## src/rtl/xw_pkg.sv

```systemverilog
package xw_pkg;
    typedef enum logic [2:0] {
        ST_IDLE,
        ST_RD_DIR,
        ST_WT_DIR,
        ST_RD_TBL,
        ST_WT_TBL,
        ST_DONE,
        ST_FAULT
    } walk_state_t;

    typedef enum logic {
        LVL_DIR = 1'b0,
        LVL_TBL = 1'b1
    } fault_lvl_t;
endpackage

```

## src/rtl/xw_entry_addr.sv

```systemverilog
module xw_entry_addr #(
    parameter int ADDR_W = 32,
    parameter int OFFS_W = 12,
    parameter int IDX_W  = 10
) (
    input  logic [ADDR_W-OFFS_W-1:0] frame_i,
    input  logic [IDX_W-1:0]         idx_i,
    output logic [ADDR_W-1:0]        addr_o
);
    localparam int ENTRY_SHIFT = 2;  // 4-byte entries

    always_comb begin
        addr_o = {frame_i, {OFFS_W{1'b0}}} + (ADDR_W'(idx_i) << ENTRY_SHIFT);
    end
endmodule

```

## src/rtl/xw_fsm.sv

```systemverilog
module xw_fsm
    import xw_pkg::*;
(
    input  logic       clk,
    input  logic       rst_n,
    input  logic       req_valid,
    input  logic       paging_en,
    input  logic       mem_rvalid,
    input  logic       entry_present,
    output logic       req_ready,
    output logic       mem_rd,
    output logic       sel_tbl,
    output logic       cap_req,
    output logic       cap_dir,
    output logic       cap_tbl,
    output logic       done,
    output logic       fault,
    output fault_lvl_t fault_lvl
);
    walk_state_t st, st_nx;
    fault_lvl_t  lvl_q, lvl_nx;

    always_ff @(posedge clk or negedge rst_n) begin
        if (!rst_n) begin
            st    <= ST_IDLE;
            lvl_q <= LVL_DIR;
        end else begin
            st    <= st_nx;
            lvl_q <= lvl_nx;
        end
    end

    always_comb begin
        st_nx  = st;
        lvl_nx = lvl_q;
        unique case (st)
            ST_IDLE:   if (req_valid) st_nx = paging_en ? ST_RD_DIR : ST_DONE;
            ST_RD_DIR: st_nx = ST_WT_DIR;
            ST_WT_DIR: if (mem_rvalid) begin
                if (entry_present) st_nx = ST_RD_TBL;
                else begin
                    st_nx  = ST_FAULT;
                    lvl_nx = LVL_DIR;
                end
            end
            ST_RD_TBL: st_nx = ST_WT_TBL;
            ST_WT_TBL: if (mem_rvalid) begin
                if (entry_present) st_nx = ST_DONE;
                else begin
                    st_nx  = ST_FAULT;
                    lvl_nx = LVL_TBL;
                end
            end
            ST_DONE:   st_nx = ST_IDLE;
            ST_FAULT:  st_nx = ST_IDLE;
            default:   st_nx = ST_IDLE;
        endcase
    end

    always_comb begin
        req_ready = (st == ST_IDLE);
        mem_rd    = (st == ST_RD_DIR) || (st == ST_RD_TBL);
        sel_tbl   = (st == ST_RD_TBL);
        cap_req   = (st == ST_IDLE) && req_valid;
        cap_dir   = (st == ST_WT_DIR) && mem_rvalid && entry_present;
        cap_tbl   = (st == ST_WT_TBL) && mem_rvalid && entry_present;
        done      = (st == ST_DONE);
        fault     = (st == ST_FAULT);
        fault_lvl = lvl_q;
    end

    assert_bypass_R2: assert property (@(posedge clk) disable iff (!rst_n)
        (req_valid && req_ready && !paging_en) |=> (done && !mem_rd));
    assert_done_pulse_R5: assert property (@(posedge clk) disable iff (!rst_n)
        done |=> (!done && req_ready));
    assert_dir_fault_R6: assert property (@(posedge clk) disable iff (!rst_n)
        (st == ST_WT_DIR && mem_rvalid && !entry_present) |=> (fault && fault_lvl == LVL_DIR && !mem_rd));
    assert_tbl_fault_R7: assert property (@(posedge clk) disable iff (!rst_n)
        (st == ST_WT_TBL && mem_rvalid && !entry_present) |=> (fault && fault_lvl == LVL_TBL));
    assert_rd_pulse_R9: assert property (@(posedge clk) disable iff (!rst_n)
        mem_rd |=> !mem_rd);
endmodule

```

## src/rtl/xlate_walker.sv

```systemverilog
module xlate_walker
    import xw_pkg::*;
#(
    parameter int ADDR_W = 32,
    parameter int OFFS_W = 12,
    parameter int IDX_W  = 10
) (
    input  logic              clk,
    input  logic              rst_n,
    input  logic              paging_en,
    input  logic              base_we,
    input  logic [ADDR_W-1:0] base_d,
    input  logic              req_valid,
    input  logic [ADDR_W-1:0] req_lin,
    output logic              req_ready,
    output logic              mem_rd,
    output logic [ADDR_W-1:0] mem_addr,
    input  logic              mem_rvalid,
    input  logic [ADDR_W-1:0] mem_rdata,
    output logic              done,
    output logic [ADDR_W-1:0] phys_addr,
    output logic              fault,
    output logic              fault_level,
    output logic [ADDR_W-1:0] fault_addr
);
    localparam int FRAME_W = ADDR_W - OFFS_W;
    localparam int DIR_LSB = OFFS_W + IDX_W;

    logic [FRAME_W-1:0] base_frame_q, tbl_frame_q, pg_frame_q;
    logic [ADDR_W-1:0]  lin_q, dir_ea, tbl_ea;
    logic               sel_tbl, cap_req, cap_dir, cap_tbl;
    fault_lvl_t         lvl;
    logic               unused_bits;

    assign unused_bits = ^{base_d[OFFS_W-1:0], mem_rdata[OFFS_W-1:1]};

    always_ff @(posedge clk or negedge rst_n) begin
        if (!rst_n) begin
            base_frame_q <= '0;
            lin_q        <= '0;
            tbl_frame_q  <= '0;
            pg_frame_q   <= '0;
        end else begin
            if (base_we) base_frame_q <= base_d[ADDR_W-1:OFFS_W];
            if (cap_req) begin
                lin_q      <= req_lin;
                pg_frame_q <= req_lin[ADDR_W-1:OFFS_W];
            end
            if (cap_dir) tbl_frame_q <= mem_rdata[ADDR_W-1:OFFS_W];
            if (cap_tbl) pg_frame_q  <= mem_rdata[ADDR_W-1:OFFS_W];
        end
    end

    xw_entry_addr #(.ADDR_W(ADDR_W), .OFFS_W(OFFS_W), .IDX_W(IDX_W)) u_dir_ea (
        .frame_i (base_frame_q),
        .idx_i   (lin_q[DIR_LSB+IDX_W-1:DIR_LSB]),
        .addr_o  (dir_ea)
    );

    xw_entry_addr #(.ADDR_W(ADDR_W), .OFFS_W(OFFS_W), .IDX_W(IDX_W)) u_tbl_ea (
        .frame_i (tbl_frame_q),
        .idx_i   (lin_q[DIR_LSB-1:OFFS_W]),
        .addr_o  (tbl_ea)
    );

    xw_fsm u_fsm (
        .clk           (clk),
        .rst_n         (rst_n),
        .req_valid     (req_valid),
        .paging_en     (paging_en),
        .mem_rvalid    (mem_rvalid),
        .entry_present (mem_rdata[0]),
        .req_ready     (req_ready),
        .mem_rd        (mem_rd),
        .sel_tbl       (sel_tbl),
        .cap_req       (cap_req),
        .cap_dir       (cap_dir),
        .cap_tbl       (cap_tbl),
        .done          (done),
        .fault         (fault),
        .fault_lvl     (lvl)
    );

    assign mem_addr    = sel_tbl ? tbl_ea : dir_ea;
    assign phys_addr   = {pg_frame_q, lin_q[OFFS_W-1:0]};
    assign fault_addr  = lin_q;
    assign fault_level = lvl;

    assert_busy_hold_R8: assert property (@(posedge clk) disable iff (!rst_n)
        (req_valid && !req_ready) |=> $stable(lin_q));
    assert_sampled_mode_R10: assert property (@(posedge clk) disable iff (!rst_n)
        (mem_rd && !req_ready) |=> (!done && !req_ready));
endmodule

```

## config.mk

```make
export PLATFORM = sky130hd
export DESIGN_NAME = xlate_walker
export DESIGN_NICKNAME = d
export VERILOG_FILES = /design/src/rtl/xw_pkg.sv /design/src/rtl/xw_entry_addr.sv /design/src/rtl/xw_fsm.sv /design/src/rtl/xlate_walker.sv
export SDC_FILE = /design/constraint.sdc
export NUM_CORES = 1
export LEC_CHECK = 0
export ABC_AREA = 1
export CORE_MARGIN = 4
export CORE_UTILIZATION = 45
export CTS_BUF_LIST = sky130_fd_sc_hd__clkbuf_4 sky130_fd_sc_hd__clkbuf_8 sky130_fd_sc_hd__clkbuf_16
export CTS_CLUSTER_SIZE = 12
export DETAILED_ROUTE_END_ITERATION = 16
export PLACE_DENSITY_LB_ADDON = 0.3
export SYNTH_ARGS = -nofsm -noshare
export SYNTH_HDL_FRONTEND = slang
export SYNTH_SLANG_ARGS = --single-unit
export TNS_END_PERCENT = 30
```

## constraint.sdc

```tcl
create_clock -name clk -period 3.25 [get_ports clk]
set_clock_uncertainty 0.1 [all_clocks]
set_input_delay 0.975 -clock clk [delete_from_list [all_inputs] [get_ports clk]]
set_output_delay 0.975 -clock clk [all_outputs]
set_load 0.01 [all_outputs]
```

# Word-level counts from Yosys, hierarchy flattened
# Cells that the tools add are included.
# Widths: inputs -> output; s select.
# classes
add_sub_neg,2
eq_ne,11
muxes,15
reduce_logical,11
# op_table
cell,n
$add 32x12->32,2
$mux 20,2
$mux 32,1
$mux 3,5
$pmux 3 s5,1
$ne 2x2->1 const B,5
$eq 3x3->1 const B,3
$eq 3x2->1 const B,2
$logic_and 1x1->1,5
$reduce_and 5->1,1
$mux 1,4
$reduce_bool 2->1,2
$eq 3x1->1 const B,1
$logic_not 3->1,1
$reduce_and 3->1,1
$mux 2,1
$pmux 1 s2,1
$logic_or 1x1->1,1
# totals
reg_bits,96
input_bits,102
output_inout_bits,101
wordCells,45

# Depth between registers and ports, before layout
# Gate-level depths: netlist of the first run.
# logic_depth
depth_word,4
ltp_mapped,8
mapped_depth_nobuf,7

# By module
# From an unflattened synthesis of the first run, not the netlist that was laid out.
# unflattened
hier_cells,640
area_unflattened_um2,5048.6
# by_module_without_submodules
module,instances,cells_per_inst,area_per_inst_um2,seq_area_each_um2
xlate_walker,1,528,4236.6,2302.2
xw_entry_addr,2,33,244.0,0.0
xw_fsm,1,46,324.1,100.1

# Least setup slack after synthesis of the first run
# No wires, ideal clock.
# synth_timing
path_type,register -> output
startpoint,reg u_fsm.st[2]
endpoint,out mem_addr[11]
arrival_ps,1241
required_ps,2175
slack_ps,934
stages_incl_launch_ff,5
n_path_buf,1
path_cell_list,dfrtp_1 nor2_2 nand2_1 clkbuf_1 o21ai_0
# synth_via
elab_chain_len,2
# synth_lines
item,line,rtl
from (decl),xw_fsm.sv:20,"walk_state_t st, st_nx;"
from (signal assigned),xw_fsm.sv:28,st <= st_nx;
$eq 3x2->1,xw_fsm.sv:63,sel_tbl = (st == ST_RD_TBL);
$mux 32,xlate_walker.sv:84,assign mem_addr = sel_tbl ? tbl_ea : dir_ea;
to (decl),xlate_walker.sv:17,"output logic [ADDR_W-1:0] mem_addr,"
# Every way passes these cells.

# Worst setup path in the final report of the first run
# layout_timing
startpoint,reg u_fsm.st[0]
endpoint,out mem_addr[28]
# The elaborated chain is that of the path after synthesis.

==> summary by stage, run 1 <==
Run status
The flow ran to the end, and the final reports show no timing, DRC or antenna violations.

Clocking
The clock insertion delay at the later pin of the skew report is around 0.35 ns. The clock edge transition at the registers on the reported setup and hold paths is 0.09 ns. TritonCTS built the clock tree. Buffers inserted during clock tree synthesis total 9.

For this design, the CTS-stage hold fixing added 0 buffers. The clock drives 96 sinks. The number of buffers inserted by post-CTS setup repair is 0. CTS placed an instance of sky130_fd_sc_hd__clkbuf_8 at the clock tree root.

Post-CTS repair changed the size of 0 cells. The largest buffer count on any clock path is 2. The H-tree was split into 3 levels.

Die
The number of rows created at floorplan is 35. In this run the count of I/O pins placed on the die edge is between 200 and 250. The die footprint is around 11,000 um2. The die extent in y is about 110 um. Measured along the x axis, the die boundary spans 106 um. The placeable core region is between 9000 and 10,000 um2. The initial utilization of the core area, before any placement, comes to around 47%.

Finish
For this run, the share of the core covered by cells in the final layout is between 60% and 70%. The post-route netlist has under 10% of its cells at a drive strength greater than 1. In the layout the commonest cells are 179 x sky130_fd_sc_hd__nand2_1, 168 x sky130_fd_sc_hd__clkdlybuf4s50_1, 95 x sky130_fd_sc_hd__dfrtp_1. The most common cell after layout, fill and taps aside is sky130_fd_sc_hd__nand2_1. Compared with the post-synthesis result, the final layout area differs by 44.3%. The antenna diode count is 0. In the final design database the tool counted 782 nets. The layout has about 780 filler cells.

Power
For this design the static power due to leakage is approximately 3.1 nW. The worst-case IR drop observed on VDD is 0.000457 V. In this run the power density over the cells is approximately 870 nW/um2.

Detailed routing
Wires add up to between 10,000 and 15,000 um. The via count normalized by instance count is 4.86. Dividing the detail-routed wire length by the instance count gives approximately 15 um. The number of detailed-routing iterations run before antenna repair is 5. Detailed routing inserted a total of around 4,000 vias. The first routing iteration left ~260 violations. The number of nets still failing antenna checks after routing is 0. After detailed routing, the number of remaining DRC violations is 0.

Yosys
Synthesis inferred 96 register bits. The total standard cell area after synthesis is between 4000 and 5000 um2. The multiplexer share of the synthesized area is 0%.

The portion of the post-synthesis area used by sequential elements is a little under three fifths. The synthesized instance count is about 540. The average cell area after synthesis is 8.15 um2.

The compound-cell area share of the yosys netlist is 7.23%. The area share of and/or/nand/nor cells after synthesis is 26.4%. The synthesized netlist devotes 0% of its cell area to XOR and XNOR gates. By area, the combinational part of the netlist is dominated by simple AND/OR/NAND/NOR gates. The count of unique library cells instantiated by Yosys is 18. The adder and majority cell fraction of the synthesized area is 0%. Yosys printed 0 warnings.

STA
Setup repair after global routing left no endpoint under its margin. The shortest period the worst path allows is about 3.1 ns. The total negative slack for setup checks is 0 ns.

The worst-margin pin slew is approximately 0.65 ns. Setup violations remaining at the end of the flow were counted as 0. The maximum frequency from static timing analysis is approximately 0.32 GHz. The headroom to the max-slew limit is about 56%.

The max-slew violation count is 0. Hold is met by 0.379 ns. The final worst slack is 0.116 ns. The count of final hold-check violations is 0. The final critical path takes up between 90% and 100% of the cycle.

GRT
The number of global-route vias before repair is between 3,000 and 4,000. The total overflow reported by the global router is 0. The initial antenna violation count is 0.

The largest net degree at the start of global routing is 62. Global routing consumed, over all layers together, between 20% and 30% of the routing resources. The first global-routing pass estimated ~20,000 um of wire.

Place
Before CTS, the worst setup slack after placement is 0.425 ns. The quantity of I/O buffers inserted on ports is roughly 180. Detailed placement finished with a half-perimeter wire length of between 9000 and 10,000 um.

At the end of routability-driven placement, the weighted congestion stood at approximately 0.84.

Setup path
Walking the worst path, the cells encountered are inv_2, nor2_2, nand2_2, buf_12, nor2_1, a21oi_1, clkdlybuf4s50_1. At the worst endpoint, the required time is approximately 2.2 ns. Counting both buffers and inverters, the worst setup path holds a total of 3. Among all stages on the critical path, the largest delay is contributed by sky130_fd_sc_hd__clkdlybuf4s50_1. In this design, the stage delay of the slowest critical-path cell is roughly 0.56 ns. The data arrival time of the worst path is 2.06 ns.

The worst-path maximum fanout is 61. STA classifies the critical path endpoint as an output pin. The worst setup path is launched from a flip-flop. The setup path with the least slack is of type flip-flop to output pin. The dominant delay contributor by cell family on the critical path is buffers and inverters.

Flow run
Across the run, the number of max-cap violations was 0.

Worst hold path
In this run the worst hold path is classified as flip-flop to flip-flop.
## power by group
group / internal (mW) / switching (mW)
clock network: 0.446 / 0.419
registers: 1.67 / 0.327
logic: 1.34 / 1.27
total: 3.46 / 2.02
## area by class of cell
class                   count  area [um2]  area share, %
clock buffers              10         131           2.09
clock inverters             6        92.6           1.47
inverters                  44         165           2.62
multi-input cells         344        1480           23.5
flip-flops and latches     96        2400           38.2
well taps                 129         161           2.56
repair buffers            185        1860           29.6
## through the flow
step | cell area (um2) | instances | total power, mW
6_report | 6290 | 814 | 5.48
5_1_grt | 6290 | 814 | 5.84
4_1_cts | 6270 | 814 | 5.53
3_5_place_dp | 6050 | 798 | 4.64
3_3_place_gp | 6050 | 798 | 4.57
2_1_floorplan | 4370 | 536 | 3.30
## synth_stat cells
| master | number | area, um2 |
|---|---|---|
| sky130_fd_sc_hd__buf_4 | 28 | 210 |
| sky130_fd_sc_hd__buf_1 | 1 | 3.75 |
| sky130_fd_sc_hd__dfrtp_1 | 96 | 2400 |
| sky130_fd_sc_hd__o21ai_1 | 5 | 25.0 |
| sky130_fd_sc_hd__clkbuf_1 | 6 | 22.5 |
| sky130_fd_sc_hd__conb_1 | 1 | 3.75 |
| sky130_fd_sc_hd__nand2_1 | 180 | 676 |
| sky130_fd_sc_hd__inv_2 | 4 | 15.0 |
| sky130_fd_sc_hd__nand3_1 | 68 | 340 |
| sky130_fd_sc_hd__nor2_1 | 24 | 90.1 |
| sky130_fd_sc_hd__nor3_1 | 1 | 5.00 |
| sky130_fd_sc_hd__a21oi_1 | 21 | 105 |
| sky130_fd_sc_hd__nor2_2 | 2 | 12.5 |
| sky130_fd_sc_hd__nand2_2 | 3 | 18.8 |
| sky130_fd_sc_hd__buf_2 | 17 | 85.1 |
| sky130_fd_sc_hd__inv_1 | 40 | 150 |
| sky130_fd_sc_hd__nor2_4 | 1 | 11.3 |
| sky130_fd_sc_hd__o21ai_0 | 37 | 185 |
## registers in the layout, summed over array words and instances, names as in the netlist
| name | cells |
|---|---|
| fault_addr | 32 |
| base_frame_q | 20 |
| pg_frame_q | 20 |
| tbl_frame_q | 20 |
| u_fsm.st | 3 |
| u_fsm.fault_lvl | 1 |
## worst register-to-register path, delay by kind of cell, from the launching register on
family	cells	cell delay, ns
and+or+nand+nor	5	1.00
buffers and inverters	2	0.37
DFF	1	0.43
## kinds of logic (layout without fill, tap and decap cells)
| family | after synthesis | in the layout |
|---|---|---|
| buffers and inverters | 96 | 245 |
| and+or+nand+nor | 279 | 279 |
| other | 1 | 2 |
| AOI/OAI and AO/OA | 63 | 63 |
| DFF | 96 | 96 |
## metal layers
layer  wire, um  global-route usage (%)
met3       1060                    6.01
met1       5370                    29.4
met5          0                       0
met2       5840                    35.7
met4        255                    7.31
## final timing paths
path | from | slack, ns | endpoint | cells after the start
setup / recovery | u_fsm.st[0] | 0.12 | mem_addr[28] | 7
hold / removal | tbl_frame_q[0] | 0.38 | tbl_frame_q[0] | 2
setup reg to reg | u_fsm.st[1] | 1.25 | tbl_frame_q[8] | 7
hold reg to reg | tbl_frame_q[0] | 0.38 | tbl_frame_q[0] | 2
max in group asynchronous | rst_n | 1.83 | fault_addr[18] | 2
min in group asynchronous | rst_n | 0.49 | base_frame_q[2] | 1
Power figures use the tool's default switching activity.
==> inputs of run 2 (changes only) <==
--- a/config.mk
+++ b/config.mk
@@ -7,7 +7,7 @@
 export LEC_CHECK = 0
 export ABC_AREA = 1
 export CORE_MARGIN = 4
-export CORE_UTILIZATION = 45
+export CORE_UTILIZATION = 41
 export CTS_BUF_LIST = sky130_fd_sc_hd__clkbuf_4 sky130_fd_sc_hd__clkbuf_8 sky130_fd_sc_hd__clkbuf_16
 export CTS_CLUSTER_SIZE = 12
 export DETAILED_ROUTE_END_ITERATION = 16
==> constraint.sdc (replaced) <==
create_clock -name clk -period 3.4 [get_ports clk]
set_clock_uncertainty 0.1 [all_clocks]
set_input_delay 1.02 -clock clk [delete_from_list [all_inputs] [get_ports clk]]
set_output_delay 1.02 -clock clk [all_outputs]
set_load 0.01 [all_outputs]
==> run 2 against run 1 <==
Effect of this change:
- combinational power down 3%
- first-iteration DRC count up 29%
- global-route usage fell by 2.0 points
- register-to-register slack about the same
- cell area unchanged
- clock power decreased by 12%
- count of clock-buffer cells in the layout stayed put
- highest routed layer unchanged
- hold slack better by 0.0023 ns
- total power fell by 4.7%
- sequential share of layout area is essentially flat
==> summary by stage, run 2 (synthesized netlist as in run 1, its figures left out) <==
Run status
Outcome: completed (unchanged).

Die
The floorplan die width is 111 um (was 106 um). The die extent in y is 111 um (was 106 um). The initial core utilization is 42.2% (was 46.8%). The I/O pin count is 203 (unchanged). The die footprint was 12,400 um2 (was 11,300 um2).

The placeable core region was 10,300 um2 (was 9330 um2). The number of rows created at floorplan is 37 (was 35).

Clocking
The clock sink count is 96 (unchanged). The number of buffers inserted during clock tree synthesis was 9 (unchanged). The number of hold buffers added after CTS came to 0 (unchanged). The largest buffer count on any clock path was 2 (unchanged). The number of levels in the clock H-tree is 3 (unchanged). The clock insertion delay at the later pin of the skew report is 0.36 ns (was 0.35 ns). The clock edge transition at the registers on the reported setup and hold paths is 0.09 ns (about the same). The TritonCTS clock tree was done (unchanged). The clock tree root driver cell was sky130_fd_sc_hd__clkbuf_8 (unchanged).

Finish
The layout-stage area growth over the synthesis result is 44.3% (unchanged). The layout cell share with drive strength beyond 1 was 5.39% (was 5.40%). The total area of multi-input combinational cells is 1500 um2 (was 1480 um2). The most common cell after layout, fill and taps aside is sky130_fd_sc_hd__nand2_1 (unchanged). The final instance area is 6290 um2 (unchanged). Commonest cells after routing, fill and taps aside: 179 x sky130_fd_sc_hd__nand2_1, 176 x sky130_fd_sc_hd__clkdlybuf4s50_1, 96 x sky130_fd_sc_hd__dfrtp_1 (was 179 x sky130_fd_sc_hd__nand2_1, 168 x sky130_fd_sc_hd__clkdlybuf4s50_1, 95 x sky130_fd_sc_hd__dfrtp_1).

The number of flip-flops under the largest register name is 32 (unchanged). The antenna diode count is 0 (unchanged). The net count reported at finish was 783 (was 782).

The sequential cell area is 2400 um2 (about the same). The number of fillers in the final layout is 908 (was 784).

Power
The total power consumption of the routed design is 5.22 mW (was 5.48 mW). The largest vdd supply drop is 0.000441 V (was 0.000457 V). The power density relative to cell area is 829 nW/um2 (was 870 nW/um2). The leakage power is 3.06 nW (was 3.14 nW).

Setup path
The data required time of the critical path was 2.28 ns (was 2.17 ns). The type of the worst setup path is flip-flop to output pin (unchanged). Series of cell instances along the critical path: inv_2, nor2_4, nand2_4, buf_12, a21oi_1, clkdlybuf4s50_1 (was inv_2, nor2_2, nand2_2, buf_12, nor2_1, a21oi_1, clkdlybuf4s50_1). The type of origin of the critical path is a flip-flop (unchanged).

The data arrival time of the worst path is 2.16 ns (was 2.06 ns). The capturing element type of the critical path is an output pin (unchanged). The critical path's largest stage delay is 0.56 ns (about the same). The cell with the largest stage delay on the worst path was sky130_fd_sc_hd__clkdlybuf4s50_1 (unchanged). The worst-path maximum fanout is 40 (was 61).

The register-to-register setup slack came to 1.26 ns (was 1.25 ns).

Detailed routing
The number of detailed-routing iterations run before antenna repair is 5 (unchanged). The routed wire length is 12,800 um (was 12,500 um). The average wire per standard cell was 15.5 um (was 15.4 um). The number of nets still failing antenna checks after routing is 0 (unchanged).

The DRC violation count after routing is 0 (unchanged). The via count normalized by instance count is 4.87 (was 4.86). The violation count after the first detailed-routing iteration is 334 (was 258). The detailed-route via count is 4,002 (was 3,953).

GRT
The number of global-route vias before repair is 4,031 (was 3,987). The total overflow reported by the global router came to 0 (unchanged). The largest net degree at the start of global routing was 56 (was 62). The overall global routing resource usage is 20.3% (was 22.3%).

The wire length of the first global-routing pass was 20,400 um (was 20,000 um). The initial antenna violation count was 0 (unchanged).

STA
The final critical path takes up between 90% and 100% of the cycle. The final worst slack is 0.121 ns (was 0.116 ns). The maximum frequency from static timing analysis is between 0.3 and 0.4 GHz. The worst path in the final design needs a cycle of between 3 and 4 ns, including I/O delays and setup. The count of final hold-check violations is 0 (unchanged). The headroom to the max-slew limit came to 52.2% (was 56.3%).

The max-slew violation count was 0 (unchanged). The worst-margin pin slew was 0.717 ns (was 0.654 ns). The worst hold margin is 0.381 ns (was 0.379 ns). The number of setup violations in the final report came to 0 (unchanged).

Place
The quantity of I/O buffers inserted on ports is 177 (unchanged). The worst slack at placement is 0.322 ns (was 0.425 ns). The placement-stage cell area came to 6060 um2 (was 6050 um2). The HPWL after detailed placement was 9440 um (was 9490 um).

The final weighted congestion in routability-driven placement came to 0.847 (was 0.841).

Worst hold path
The class of the most critical hold timing path is flip-flop to flip-flop (unchanged).

Flow run
The number of max-cap violations was 0 (unchanged).
## run 2: changes by cell type in the layout (fill, tap and decap cells not counted), moves of 2 or more
cell	change
sky130_fd_sc_hd__nand2_4	+2
sky130_fd_sc_hd__clkdlybuf4s50_1	+8
sky130_fd_sc_hd__clkinv_2	+2
sky130_fd_sc_hd__dlymetal6s2s_1	-8
## run 2: layout make-up
cell class	count	share of cell area, %
Timing Repair Buffer	185	29.5
Clock inverter	6	1.03
Inverter	44	2.62
Sequential cell	96	38.2
Clock buffer	10	2.19
Tap cell	136	2.70
Multi-Input combinational cell	345	23.8
## run 2: routing by layer
layer | track usage [%] | share of wire [%]
met3 | 5.90 | 7.5
met2 | 32.6 | 47
met1 | 26.8 | 44
met4 | 6.00 | 1.4
met5 | 0 | 0
## run 2: per-stage QoR
stage	TNS [ns]	utilization [%]	instances
floorplan	0	-	536
global placement	0	58.7	803
detailed placement	0	58.7	803
CTS	0	60.7	819
global route	-0.0217	61.0	822
finish	0	61.0	822
## run 2: final timing paths
| path | cells past startpoint | end | start |
|---|---|---|---|
| max | 6 | mem_addr[29] | u_fsm.st[0] |
| min | 2 | tbl_frame_q[1] | tbl_frame_q[1] |
| max reg2reg | 7 | tbl_frame_q[0] | u_fsm.st[1] |
| min reg2reg | 2 | tbl_frame_q[1] | tbl_frame_q[1] |
| max in group asynchronous | 2 | tbl_frame_q[6] | rst_n |
| min in group asynchronous | 1 | base_frame_q[2] | rst_n |
## run 2: power by group
group / internal, mW / switching (mW)
Combinational: 1.32 / 1.24
Sequential: 1.59 / 0.313
Clock: 0.363 / 0.401
## run 2: what timing repair did
| action | CTS | global route |
|---|---|---|
| setup endpoints to repair | 20 | 20 |
| gates resized for setup | 1 | 2 |
| setup buffers | 0 | 2 |
| cloned | 0 | 1 |
| pin swaps | 0 | 2 |
## run 2: worst max-delay path, delay by kind of cell, from the launching register on
kind	cells	cell delay, ns
buffers and inverters	3	0.86
AO/OA/AOI/OAI	1	0.19
AND/OR/NAND/NOR	2	0.31
flip-flops	1	0.43
==> inputs of run 3 (changes only) <==
--- a/config.mk
+++ b/config.mk
@@ -7,7 +7,7 @@
 export LEC_CHECK = 0
 export ABC_AREA = 1
 export CORE_MARGIN = 4
-export CORE_UTILIZATION = 41
+export CORE_UTILIZATION = 45
 export CTS_BUF_LIST = sky130_fd_sc_hd__clkbuf_4 sky130_fd_sc_hd__clkbuf_8 sky130_fd_sc_hd__clkbuf_16
 export CTS_CLUSTER_SIZE = 12
 export DETAILED_ROUTE_END_ITERATION = 16
==> constraint.sdc (replaced) <==
create_clock -name clk -period 3.8 [get_ports clk]
set_clock_uncertainty 0.1 [all_clocks]
set_input_delay 1.14 -clock clk [delete_from_list [all_inputs] [get_ports clk]]
set_output_delay 1.14 -clock clk [all_outputs]
set_load 0.01 [all_outputs]
==> run 3 against run 2 <==
Effect of this change:
- sequential cell count is the same
- clock power rose by 4.7%
- critical endpoint is now mem_addr[28]
- register-to-register slack gained 0.51 ns
- utilization up 6.4 points
- combinational power decreased by 12%
- highest routed layer unchanged
- setup slack improved by 0.14 ns
- sequential power shrank 11%
- largest power group unchanged
- non-clock buffer count is 1 lower
- largest cell class unchanged
==> summary by stage, run 3 (synthesized netlist as in run 1, its figures left out) <==
Run status
Outcome: completed (unchanged).

Setup path
The type of origin of the critical path is a flip-flop (unchanged). The dominant delay contributor by cell family on the critical path is buffers and inverters (unchanged). The data required time of the critical path came to 2.56 ns (was 2.28 ns). The worst-path maximum fanout is 44 (was 40). The type of the worst setup path is flip-flop to output pin (unchanged). The data arrival time of the worst path came to 2.30 ns (was 2.16 ns). The capturing element type of the critical path is an output pin (unchanged). The critical path's largest stage delay came to 0.56 ns (about the same). Series of cell instances along the critical path: nor2_2, nand2_2, buf_12, a21oi_1, clkdlybuf4s50_1 (was inv_2, nor2_4, nand2_4, buf_12, a21oi_1, clkdlybuf4s50_1). The cell with the largest stage delay on the worst path is sky130_fd_sc_hd__clkdlybuf4s50_1 (unchanged).

The count of buffering cells on the critical path with inverters included came to 2 (was 3).

Finish
The most common cell after layout, fill and taps aside is sky130_fd_sc_hd__nand2_1 (unchanged). The number of fillers in the final layout came to 798 (was 908). The layout-stage area growth over the synthesis result is 44.2% (was 44.3%). The number of flip-flops under the largest register name was 32 (unchanged). The antenna diode count is 0 (unchanged). The layout cell share with drive strength beyond 1 is 5.12% (was 5.39%). The non-filler instance count after layout is 813 (was 822). Commonest cells after routing, fill and taps aside: 179 x sky130_fd_sc_hd__nand2_1, 176 x sky130_fd_sc_hd__clkdlybuf4s50_1, 96 x sky130_fd_sc_hd__dfrtp_1 (unchanged). The net count reported at finish is 781 (was 783).

Clocking
The TritonCTS clock tree is done (unchanged). The clock tree root driver cell is sky130_fd_sc_hd__clkbuf_8 (unchanged). The largest buffer count on any clock path is 2 (unchanged). The number of levels in the clock H-tree is 3 (unchanged). The clock sink count is 96 (unchanged). The number of hold buffers added after CTS is 0 (unchanged).

The number of buffers inserted by post-CTS setup repair is 0 (unchanged). The clock edge transition at the registers on the reported setup and hold paths is 0.09 ns (about the same). The clock insertion delay at the later pin of the skew report is 0.34 ns (was 0.36 ns).

The number of buffers inserted during clock tree synthesis is 9 (unchanged). The number of gates given a new drive strength after cts is 0 (was 1).

GRT
The global-route track usage on met2 is 35.1% (was 32.6%). The met1 track utilization from global routing is 29.4% (was 26.8%). The initial antenna violation count came to 0 (unchanged).

The overall global routing resource usage is 22.3% (was 20.3%). The busiest metal layer after global routing was met2 (unchanged). The wire length of the first global-routing pass is 20,000 um (was 20,400 um). The total overflow reported by the global router came to 0 (unchanged).

The largest net degree at the start of global routing is 56 (unchanged). The met3 usage in global routing is 6.19% (was 5.90%). The number of global-route vias before repair is 3,967 (was 4,031).

Detailed routing
The detailed-route via count came to 3,951 (was 4,002). The number of detailed-routing iterations run before antenna repair is 4 (was 5). The violation count after the first detailed-routing iteration was 240 (was 334). The via count normalized by instance count is 4.86 (was 4.87).

The DRC violation count after routing is 0 (unchanged). The routed wire length is 12,500 um (was 12,800 um). The average wire per standard cell is 15.4 um (was 15.5 um). The number of nets still failing antenna checks after routing was 0 (unchanged).

Flow run
The number of max-cap violations is 0 (unchanged).

STA
The shortest period the worst path allows is 3.54 ns. After layout, the worst path uses between 90% and 100% of the clock period. The count of final hold-check violations is 0 (unchanged).

The headroom to the max-slew limit is 54.5% (was 52.2%). The number of setup violations in the final report came to 0 (unchanged). The total negative slack for setup checks is 0 ns (unchanged). The worst-margin pin slew came to 0.683 ns (was 0.717 ns).

Based on the critical path, the design can be clocked at up to approximately 0.28 GHz. The max-slew violation count is 0 (unchanged). Setup repair after global routing left no endpoint under its margin.

Die
The I/O pin count is 203 (unchanged). The number of rows created at floorplan is 35 (was 37). The placeable core region is 9330 um2 (was 10,300 um2). The floorplan die width is 106 um (was 111 um). The initial core utilization is 46.8% (was 42.2%). The die footprint is 11,300 um2 (was 12,400 um2). The die extent in y was 106 um (was 111 um).

Power
The power density relative to cell area is 756 nW/um2 (was 829 nW/um2). The largest vdd supply drop is 0.000462 V (was 0.000441 V). The leakage power came to 3.05 nW (was 3.06 nW).

Worst hold path
The class of the most critical hold timing path is flip-flop to flip-flop (unchanged).

Place
The final weighted congestion in routability-driven placement is 0.818 (was 0.847). The cell total after placement was 797 (was 803). The HPWL after detailed placement is 9620 um (was 9440 um). The quantity of I/O buffers inserted on ports was 177 (unchanged).
run 3: worst min-delay path: stages, from the launching register on:
cell and delay, ns:
sky130_fd_sc_hd__dfrtp_1 0.35, sky130_fd_sc_hd__nand2_1 0.06, sky130_fd_sc_hd__nand2_1 0.05
run 3: path summary, 6_finish.rpt:
check | cells after the start | slack [ns] | end | from
max in group asynchronous | 2 | 2.13 | fault_addr[11] | rst_n
min in group asynchronous | 1 | 0.72 | base_frame_q[2] | rst_n
worst min-delay path | 2 | 0.38 | tbl_frame_q[3] | tbl_frame_q[3]
worst min register to register | 2 | 0.38 | tbl_frame_q[3] | tbl_frame_q[3]
worst max-delay path | 5 | 0.26 | mem_addr[28] | u_fsm.st[2]
worst max register to register | 6 | 1.77 | tbl_frame_q[17] | u_fsm.st[2]
run 3: through the flow:
step                      util [%]  total power, mW  cell area, um2  hold WS [ns]  worst slack [ns]
after floorplan                  -             2.82            4370         0.343              1.32
after global placement        64.8             3.91            6040         0.357             0.698
after detailed placement      64.8             3.98            6040         0.359             0.631
after CTS                     67.4             4.80            6290         0.381             0.236
after global routing          67.4             5.07            6290         0.389             0.100
final                         67.4             4.75            6290         0.381             0.258
run 3: area by class of cell:
class | count | area [um2] | area share [%]
sequential | 96 | 2400 | 38.2
timing repair buffer | 184 | 1830 | 29.2
multi-input combinational | 344 | 1480 | 23.5
inverter | 44 | 165 | 2.63
tap | 129 | 161 | 2.57
clock buffer | 10 | 131 | 2.09
clock inverter | 6 | 115 | 1.83
run 3: power by group:
group          total (mW)  internal (mW)  switching [mW]
combinational        2.25           1.16            1.09
sequential           1.70           1.43           0.275
clock               0.800          0.448           0.351
total                4.75           3.03            1.72
run 3: layer usage:
layer  vias to the layer above  wire, um
met3                        23      1100
met1                      1833      5240
met4                         0       337
met5                         -         0
li1                       1944         -
met2                       151      5860
